===== src/rtl/ptw_pkg.sv =====
package ptw_pkg;
  typedef enum logic [1:0] {
    ST_IDLE     = 2'd0,
    ST_READ_PTE = 2'd1,
    ST_WAIT_PTE = 2'd2,
    ST_RESPOND  = 2'd3
  } ptw_state_e;

  localparam int unsigned ENTRY_BYTES = 4;
  localparam int unsigned PTE_VALID_BIT = 0;
endpackage


===== src/rtl/ptw_tbase_reg.sv =====
module ptw_tbase_reg #(
  parameter int unsigned PA_W     = 32,
  parameter logic [PA_W-1:0] RST_VAL = '0
) (
  input  logic            clk,
  input  logic            rst_n,
  input  logic            idle,
  input  logic            we,
  input  logic [PA_W-1:0] wdata,
  output logic [PA_W-1:0] base
);
  // Writes while a walk is in flight are dropped so the entry address is stable.
  always_ff @(posedge clk or negedge rst_n) begin
    if (!rst_n)          base <= RST_VAL;
    else if (we && idle) base <= wdata;
  end
endmodule


===== src/rtl/ptw_entry_addr.sv =====
module ptw_entry_addr #(
  parameter int unsigned PA_W  = 32,
  parameter int unsigned VPN_W = 20
) (
  input  logic [PA_W-1:0]  base,
  input  logic [VPN_W-1:0] vpn,
  output logic [PA_W-1:0]  addr
);
  import ptw_pkg::*;
  localparam int unsigned SHIFT = $clog2(ENTRY_BYTES);

  logic [PA_W-1:0] index_bytes;

  generate
    if (PA_W > VPN_W + SHIFT) begin : g_wide
      assign index_bytes = {{(PA_W-VPN_W-SHIFT){1'b0}}, vpn, {SHIFT{1'b0}}};
    end else begin : g_narrow
      logic [VPN_W+SHIFT-1:0] full;
      assign full        = {vpn, {SHIFT{1'b0}}};
      assign index_bytes = full[PA_W-1:0];
    end
  endgenerate

  assign addr = base + index_bytes;
endmodule


===== src/rtl/ptw_fsm.sv =====
module ptw_fsm #(
  parameter int unsigned VA_W  = 32,
  parameter int unsigned PFN_W = 20,
  parameter int unsigned PTE_W = 32
) (
  input  logic             clk,
  input  logic             rst_n,
  input  logic             req_valid,
  output logic             req_ready,
  input  logic [VA_W-1:0]  req_vaddr,
  output logic             mem_req_valid,
  input  logic             mem_req_ready,
  input  logic             mem_rsp_valid,
  input  logic [PTE_W-1:0] mem_rsp_data,
  output logic             rsp_valid,
  input  logic             rsp_ready,
  output logic             idle,
  output logic [VA_W-1:0]  vaddr_q,
  output logic [PFN_W-1:0] pfn_q,
  output logic             pte_ok_q
);
  import ptw_pkg::*;

  ptw_state_e state, state_nx;

  always_comb begin
    state_nx = state;
    unique case (state)
      ST_IDLE:     if (req_valid)     state_nx = ST_READ_PTE;
      ST_READ_PTE: if (mem_req_ready) state_nx = ST_WAIT_PTE;
      ST_WAIT_PTE: if (mem_rsp_valid) state_nx = ST_RESPOND;
      ST_RESPOND:  if (rsp_ready)     state_nx = ST_IDLE;
      default:                        state_nx = ST_IDLE;
    endcase
  end

  always_ff @(posedge clk or negedge rst_n) begin
    if (!rst_n) state <= ST_IDLE;
    else        state <= state_nx;
  end

  always_ff @(posedge clk or negedge rst_n) begin
    if (!rst_n) begin
      vaddr_q <= '0;
    end else if (state == ST_IDLE && req_valid) begin
      vaddr_q <= req_vaddr;
    end
  end

  always_ff @(posedge clk or negedge rst_n) begin
    if (!rst_n) begin
      pfn_q    <= '0;
      pte_ok_q <= 1'b0;
    end else if (state == ST_WAIT_PTE && mem_rsp_valid) begin
      pfn_q    <= mem_rsp_data[PTE_W-1 -: PFN_W];
      pte_ok_q <= mem_rsp_data[PTE_VALID_BIT];
    end
  end

  assign idle          = (state == ST_IDLE);
  assign req_ready     = idle;
  assign mem_req_valid = (state == ST_READ_PTE);
  assign rsp_valid     = (state == ST_RESPOND);
endmodule


===== src/rtl/ptw_result.sv =====
module ptw_result #(
  parameter int unsigned PA_W  = 32,
  parameter int unsigned OFS_W = 12
) (
  input  logic [PA_W-OFS_W-1:0] pfn,
  input  logic                  pte_ok,
  input  logic [OFS_W-1:0]      ofs,
  output logic [PA_W-1:0]       paddr,
  output logic                  fault
);
  assign fault = ~pte_ok;
  assign paddr = pte_ok ? {pfn, ofs} : '0;
endmodule


===== src/rtl/pt_walker.sv =====
module pt_walker #(
  parameter int unsigned VA_W  = 32,
  parameter int unsigned PA_W  = 32,
  parameter int unsigned OFS_W = 12,
  parameter int unsigned PTE_W = 32
) (
  input  logic             clk,
  input  logic             rst_n,
  input  logic             tbase_we,
  input  logic [PA_W-1:0]  tbase_wdata,
  input  logic             req_valid,
  output logic             req_ready,
  input  logic [VA_W-1:0]  req_vaddr,
  output logic             rsp_valid,
  input  logic             rsp_ready,
  output logic [PA_W-1:0]  rsp_paddr,
  output logic             rsp_fault,
  output logic             mem_req_valid,
  input  logic             mem_req_ready,
  output logic [PA_W-1:0]  mem_req_addr,
  input  logic             mem_rsp_valid,
  input  logic [PTE_W-1:0] mem_rsp_data
);
  localparam int unsigned VPN_W = VA_W - OFS_W;
  localparam int unsigned PFN_W = PA_W - OFS_W;

  logic             idle;
  logic [VA_W-1:0]  vaddr_q;
  logic [PFN_W-1:0] pfn_q;
  logic             pte_ok_q;
  logic [PA_W-1:0]  tbase;

  ptw_tbase_reg #(.PA_W(PA_W)) u_tbase (
    .clk(clk), .rst_n(rst_n), .idle(idle),
    .we(tbase_we), .wdata(tbase_wdata), .base(tbase)
  );

  ptw_fsm #(.VA_W(VA_W), .PFN_W(PFN_W), .PTE_W(PTE_W)) u_fsm (
    .clk(clk), .rst_n(rst_n),
    .req_valid(req_valid), .req_ready(req_ready), .req_vaddr(req_vaddr),
    .mem_req_valid(mem_req_valid), .mem_req_ready(mem_req_ready),
    .mem_rsp_valid(mem_rsp_valid), .mem_rsp_data(mem_rsp_data),
    .rsp_valid(rsp_valid), .rsp_ready(rsp_ready),
    .idle(idle), .vaddr_q(vaddr_q), .pfn_q(pfn_q), .pte_ok_q(pte_ok_q)
  );

  ptw_entry_addr #(.PA_W(PA_W), .VPN_W(VPN_W)) u_eaddr (
    .base(tbase), .vpn(vaddr_q[VA_W-1:OFS_W]), .addr(mem_req_addr)
  );

  ptw_result #(.PA_W(PA_W), .OFS_W(OFS_W)) u_result (
    .pfn(pfn_q), .pte_ok(pte_ok_q), .ofs(vaddr_q[OFS_W-1:0]),
    .paddr(rsp_paddr), .fault(rsp_fault)
  );
endmodule


===== config.mk =====
export PLATFORM = sky130hd
export DESIGN_NAME = pt_walker
export DESIGN_NICKNAME = d
export VERILOG_FILES = /design/src/rtl/ptw_pkg.sv /design/src/rtl/ptw_tbase_reg.sv /design/src/rtl/ptw_entry_addr.sv /design/src/rtl/ptw_fsm.sv /design/src/rtl/ptw_result.sv /design/src/rtl/pt_walker.sv
export SDC_FILE = /design/constraint.sdc
export NUM_CORES = 1
export LEC_CHECK = 0
export BUFFER_PORTS_ARGS = -buffer_cell sky130_fd_sc_hd__buf_2
export CAP_MARGIN = 20
export CORE_MARGIN = 4
export CORE_UTILIZATION = 44
export DETAILED_ROUTE_END_ITERATION = 6
export GPL_TIMING_DRIVEN = 0
export HOLD_SLACK_MARGIN = 0.03
export PLACE_DENSITY = 0.72
export SYNTH_ARGS = -nofsm -noshare
export SYNTH_HDL_FRONTEND = slang
export SYNTH_SLANG_ARGS = --single-unit
export TNS_END_PERCENT = 30

===== constraint.sdc =====
create_clock -name clk -period 2.87 [get_ports clk]
set_input_delay 0.574 -clock clk [delete_from_list [all_inputs] [get_ports clk]]
set_output_delay 0.574 -clock clk [all_outputs]
set_load 0.02 [all_outputs]

* Yosys cells after proc, flatten, opt, wreduce, memory -nomap -nowiden
Cells that the tools add are included.
Cells by class: add/sub/neg operators 1, equality and inequality tests 7, multiplexer cells 6, bitwise logic cells 1, reduce and logical (&&, ||, !) cells 5
Operator list (count):
- $add A32 B22 Y32 | 1
- $mux W32 | 1
- $mux W2 | 4
- $pmux W2 S4 | 1
- $eq A2 B2 Y1 const B | 2
- $ne A2 B1 Y1 const B | 2
- $ne A2 B2 Y1 const B | 2
- $reduce_and A4 Y1 | 1
- $logic_and A1 B1 Y1 | 3
- $eq A2 B1 Y1 const B | 1
- $logic_not A2 Y1 | 1
- $not A1 Y1 | 1
Storage, ports and cells: register bits 87, bits of input ports 103, output and inout bits 68

* Longest topological paths before layout
depth after elaboration 3, depth in mapped cells 9

* Modules after synthesis
A second synthesis with hierarchy kept.
Second synthesis, totals: cells, all modules 406, area total of the unflattened synthesis 4989.8 um^2
By module, submodules not included:
- ptw_fsm | instances 1, cells an instance 131, area an instance 2169.6 um^2, sequential area each 1376.3 um^2
- ptw_tbase_reg | instances 1, cells an instance 68, area an instance 1345.0 um^2, sequential area each 800.8 um^2
- ptw_entry_addr | instances 1, cells an instance 171, area an instance 1256.2 um^2, sequential area each 0.0 um^2
- ptw_result | instances 1, cells an instance 36, area an instance 219.0 um^2, sequential area each 0.0 um^2

* Worst setup path before layout
No wires, ideal clock.
path kind reg2out, from register u_tbase.base[2], to output mem_req_addr[26], arrival time 2233 ps, required time 2296 ps, slack 63 ps, stages on the path, launching flop included 10, buffers on the path 0, cells stage by stage dfrtp_1 > ha_1 > inv_1 > fa_1 > nand2b_1 > a21oi_1 > o21ai_1 > o31ai_1 > o21ai_0 > xnor2_1
Between the ends: word-level cells in the longest chain between the ends 1
Ends and longest elaborated chain:
- start, declared | RTL line ptw_tbase_reg.sv:10 | output logic [PA_W-1:0] base
- start signal, assigned | RTL line ptw_tbase_reg.sv:15 | else if (we && idle) base <= wdata;
- $add A32 B22 Y32 | RTL line ptw_entry_addr.sv:24 | assign addr = base + index_bytes;
- end, declared | RTL line pt_walker.sv:20 | output logic [PA_W-1:0] mem_req_addr,
Every way passes these cells.

* Final worst setup path
from register u_fsm.vaddr_q[12], to output mem_req_addr[24]
Between the ends: word-level cells in the longest chain between the ends 1
Ends and longest elaborated chain:
- start, declared | RTL line ptw_fsm.sv:18 | output logic [VA_W-1:0] vaddr_q,
- start signal, assigned | RTL line ptw_fsm.sv:46 | vaddr_q <= req_vaddr;
- $add A32 B22 Y32 | RTL line ptw_entry_addr.sv:24
Every way passes these cells.

==> metrics.yaml <==
clock_tree:
  cts_hold_buf: 0
  cts_buffers: 9
  worstSkewPairLatency_ns: 0.35
  cts_num_sinks: 87
  clk_pin_slew_ns: 0.09
  htree_num_levels: 3
  root_buffer: "clkbuf_8"
  cts_tree: "done"
  clock_path_buffers: 2
floorplan:
  rows: 37
  die_w_um: 112
  dieArea_sq_um: 12600
  start_util: 0.457
  die_h_um: 112
  pin_count: 171
  coreArea_sq_um: 10400
global_routing:
  antenna_found_initial: 0
  grt_usage: 0.193
  grt_pass1_vias: 4186
  grt_pass1_wl_um: 19900
  grt_max_degree: 47
  grt-ovfl-total: 0
yosys:
  syn-num-nets: 549
  yosysSeqAreaShare: 0.457
  synth_cell_type_count: 42
  synth_edf_count: 0
  async_flop_share: 1.00
  synth-seq-cells: 87
  synth_top_flop_cell: "dfrtp_1"
  postSynthCellCount: 421
  avgSynthCellArea_sq_um: 11.3
  yosysWarningCount: 0
  synthesis.area_sq_um: 4760
detailed_routing:
  wl_per_cell_um: 16.1
  viasPerCell: 5.09
  vias: 3765
  route.detailed.drc: 0
  drtAntennaViolNets: 0
  wl_um: 11900
  drt_iter0_drc: 139
  first_pass_iters: 4
setup_path:
  cp.arrival_ns: 2.59
  critical_path_class: "flip-flop to output pin"
  startpoint: "u_fsm.vaddr_q[12]$_DFFE_PN0P_"
  reg2reg_from: "u_fsm.state[0]$_DFFE_PN0P_"
  r2r_cells: 5
  cp-start-kind: "flip-flop"
  crit_slowest_cell: "dfrtp_1"
  critPathRequiredTime_ns: 2.30
  cp-end-kind: "output pin"
  path_cells: "ha_4 > inv_2 > fa_2 > nand2b_4 > a21oi_4 > o21ai_4 > o211ai_1 > o21ai_1 > a211oi_2 > buf_4"
  rrSetupSlack_ns: 0.80
  crit_path_max_fanout: 5
  cp-endpoint: "mem_req_addr[24]"
  critPathMaxStageDelay_ns: 0.41
  r2r_end: "u_tbase.base[5]$_DFFE_PN0P_"
finish:
  fin_nets: 727
  drive_gt1_frac: 0.520
  diodes: 0
  area.growth.synth_to_final_pct: 32.6
  finalInstanceArea_sq_um: 6320
  nFillCells: 947
placed_design:
  placed_area_sq_um: 5760
  dpl.hpwl_um: 9070
  port_buffers: 159
  place.gp.congestion: 0.902
  post-place-ws_ns: -0.318
sta:
  slew-limit-headroom: 0.517
  final.setup.worst_slack_ns: -0.297
  finalCriticalPeriod_ns: 3.17
  rsz0062_at_grt: "yes"
  fmax_ghz: 0.316
  hold_violations: 0
  max_slew.worst_pin.slew_ns: 0.724
  drv_slew: 0
  setup-violations-final: 17
  post-route-period-util: 1.10
  skew_ns: 0.00832
flow_run:
  drv_cap: 0
hold_path:
  holdCritPathClass: "primary input to async pin"
outcome:
  violations: "setup timing"
  outcome: "finished, violations left"
==> per-layer routing <==
| metal | vias to the layer above | part of all wire | global-route usage |
|---|---|---|---|
| met5 | - | 0 | 0 |
| met4 | 0 | 0.014 | 0.0577 |
| met3 | 15 | 0.077 | 0.0566 |
| met2 | 121 | 0.50 | 0.331 |
| met1 | 1795 | 0.41 | 0.235 |
| li1 | 1834 | - | - |
==> repair_timing <==
action	4_1_cts	5_1_grt
pin swaps	16	16
gates resized for setup	50	21
buffers inserted	7	3
hold endpoints to repair	0	0
setup endpoints to repair	22	22
==> flip-flops by register name, indices dropped and copies added, names as in the netlist <==
name / flops
u_fsm.pte_ok_q: 1
u_tbase.base: 32
u_fsm.vaddr_q: 32
u_fsm.state: 2
u_fsm.pfn_q: 20
==> placed cells by master, fill, tap and decap left out, types with 4 or more instances in the layout <==
cell,n
xor2_1,9
inv_1,12
clkbuf_1,5
xnor2_1,17
buf_1,6
nor2_1,10
a31oi_1,4
mux2_2,85
ha_1,17
o21ai_0,10
o211ai_1,6
buf_2,143
clkbuf_8,10
a21o_1,4
a21oi_2,9
o21ai_2,7
a21oi_1,12
and2_1,34
nand4_1,8
dfrtp_1,87
nand2_1,21
ha_4,4
nand3_1,5
buf_4,31
==> area by class of cell <==
| class | count | area, sq um | area share |
|---|---|---|---|
| plain buffers | 17 | 83.8 | 0.0133 |
| clock buffers | 10 | 138 | 0.0218 |
| clock inverters | 6 | 116 | 0.0184 |
| inverters | 13 | 48.8 | 0.00772 |
| multi-input cells | 301 | 2650 | 0.419 |
| flip-flops and latches | 87 | 2180 | 0.344 |
| well taps | 136 | 170 | 0.0269 |
| repair buffers | 170 | 941 | 0.149 |
==> kinds of logic (layout without fill, tap and decap cells) <==
family          after synthesis  in the layout  synth area share
compound gates               69             69            0.0882
xor+xnor                     27             27            0.0496
fa+ha+maj                    25             25            0.0672
buf+inv                      33            216            0.0286
flops                        87             87             0.457
mux                          85             85             0.201
simple gates                 95             95             0.108
==> critical path, delay by kind of cell, from the launching register on <==
kind | cells | cell delay [ns]
compound gates | 5 | 0.96
buf+inv | 2 | 0.21
flops | 1 | 0.41
simple gates | 1 | 0.16
fa+ha+maj | 2 | 0.49
==> Yosys cell counts (2+ instances only) <==
master	n	area share
inv_1	13	0.010
o211ai_1	6	0.0095
buf_1	6	0.0047
nand2b_1	3	0.0039
and3_1	3	0.0039
nor3_1	3	0.0032
buf_2	2	0.0021
nand3_1	5	0.0053
ha_1	24	0.063
mux2_2	85	0.20
xnor2_1	18	0.033
buf_4	2	0.0032
nand4_1	8	0.011
o21ai_1	2	0.0021
a211oi_1	2	0.0032
o21ai_0	18	0.019
nor2b_1	3	0.0039
a31oi_1	4	0.0053
clkbuf_2	2	0.0021
dfrtp_1	87	0.46
a21oi_1	22	0.023
xor2_1	9	0.017
nor2_1	11	0.0087
o31ai_1	2	0.0032
clkbuf_1	8	0.0063
a21o_1	4	0.0063
and2_1	34	0.045
nand2_1	21	0.017
==> worst min-delay path by stage <==
| stage | from | endpoint | slack [ns] | depth (start not counted) |
|---|---|---|---|---|
| floorplan | rst_n | u_fsm.pfn_q[0]$_DFFE_PN0P_ | 0.28 | 0 |
| global placement | u_fsm.pfn_q[12]$_DFFE_PN0P_ | u_fsm.pfn_q[12]$_DFFE_PN0P_ | 0.48 | 1 |
| detailed placement | u_fsm.pfn_q[16]$_DFFE_PN0P_ | u_fsm.pfn_q[16]$_DFFE_PN0P_ | 0.49 | 1 |
| CTS | rst_n | u_tbase.base[13]$_DFFE_PN0P_ | 0.21 | 1 |
| global route | rst_n | u_tbase.base[13]$_DFFE_PN0P_ | 0.23 | 1 |
| finish | rst_n | u_tbase.base[13]$_DFFE_PN0P_ | 0.21 | 1 |
==> metrics by stage <==
step,hold WS (ns),utilization,setup TNS [ns],instances
after global routing,0.227,0.607,-4.88,740
final,0.207,0.607,-2.15,740
after floorplan,0.278,-,0,421
after global placement,0.479,0.550,-1.23,716
after CTS,0.211,0.597,-2.50,737
after detailed placement,0.488,0.553,-1.12,717
Power is left out: the tool's default activity adds up to more than one toggle a clock period on the data nets, which glitch-free logic cannot reach.
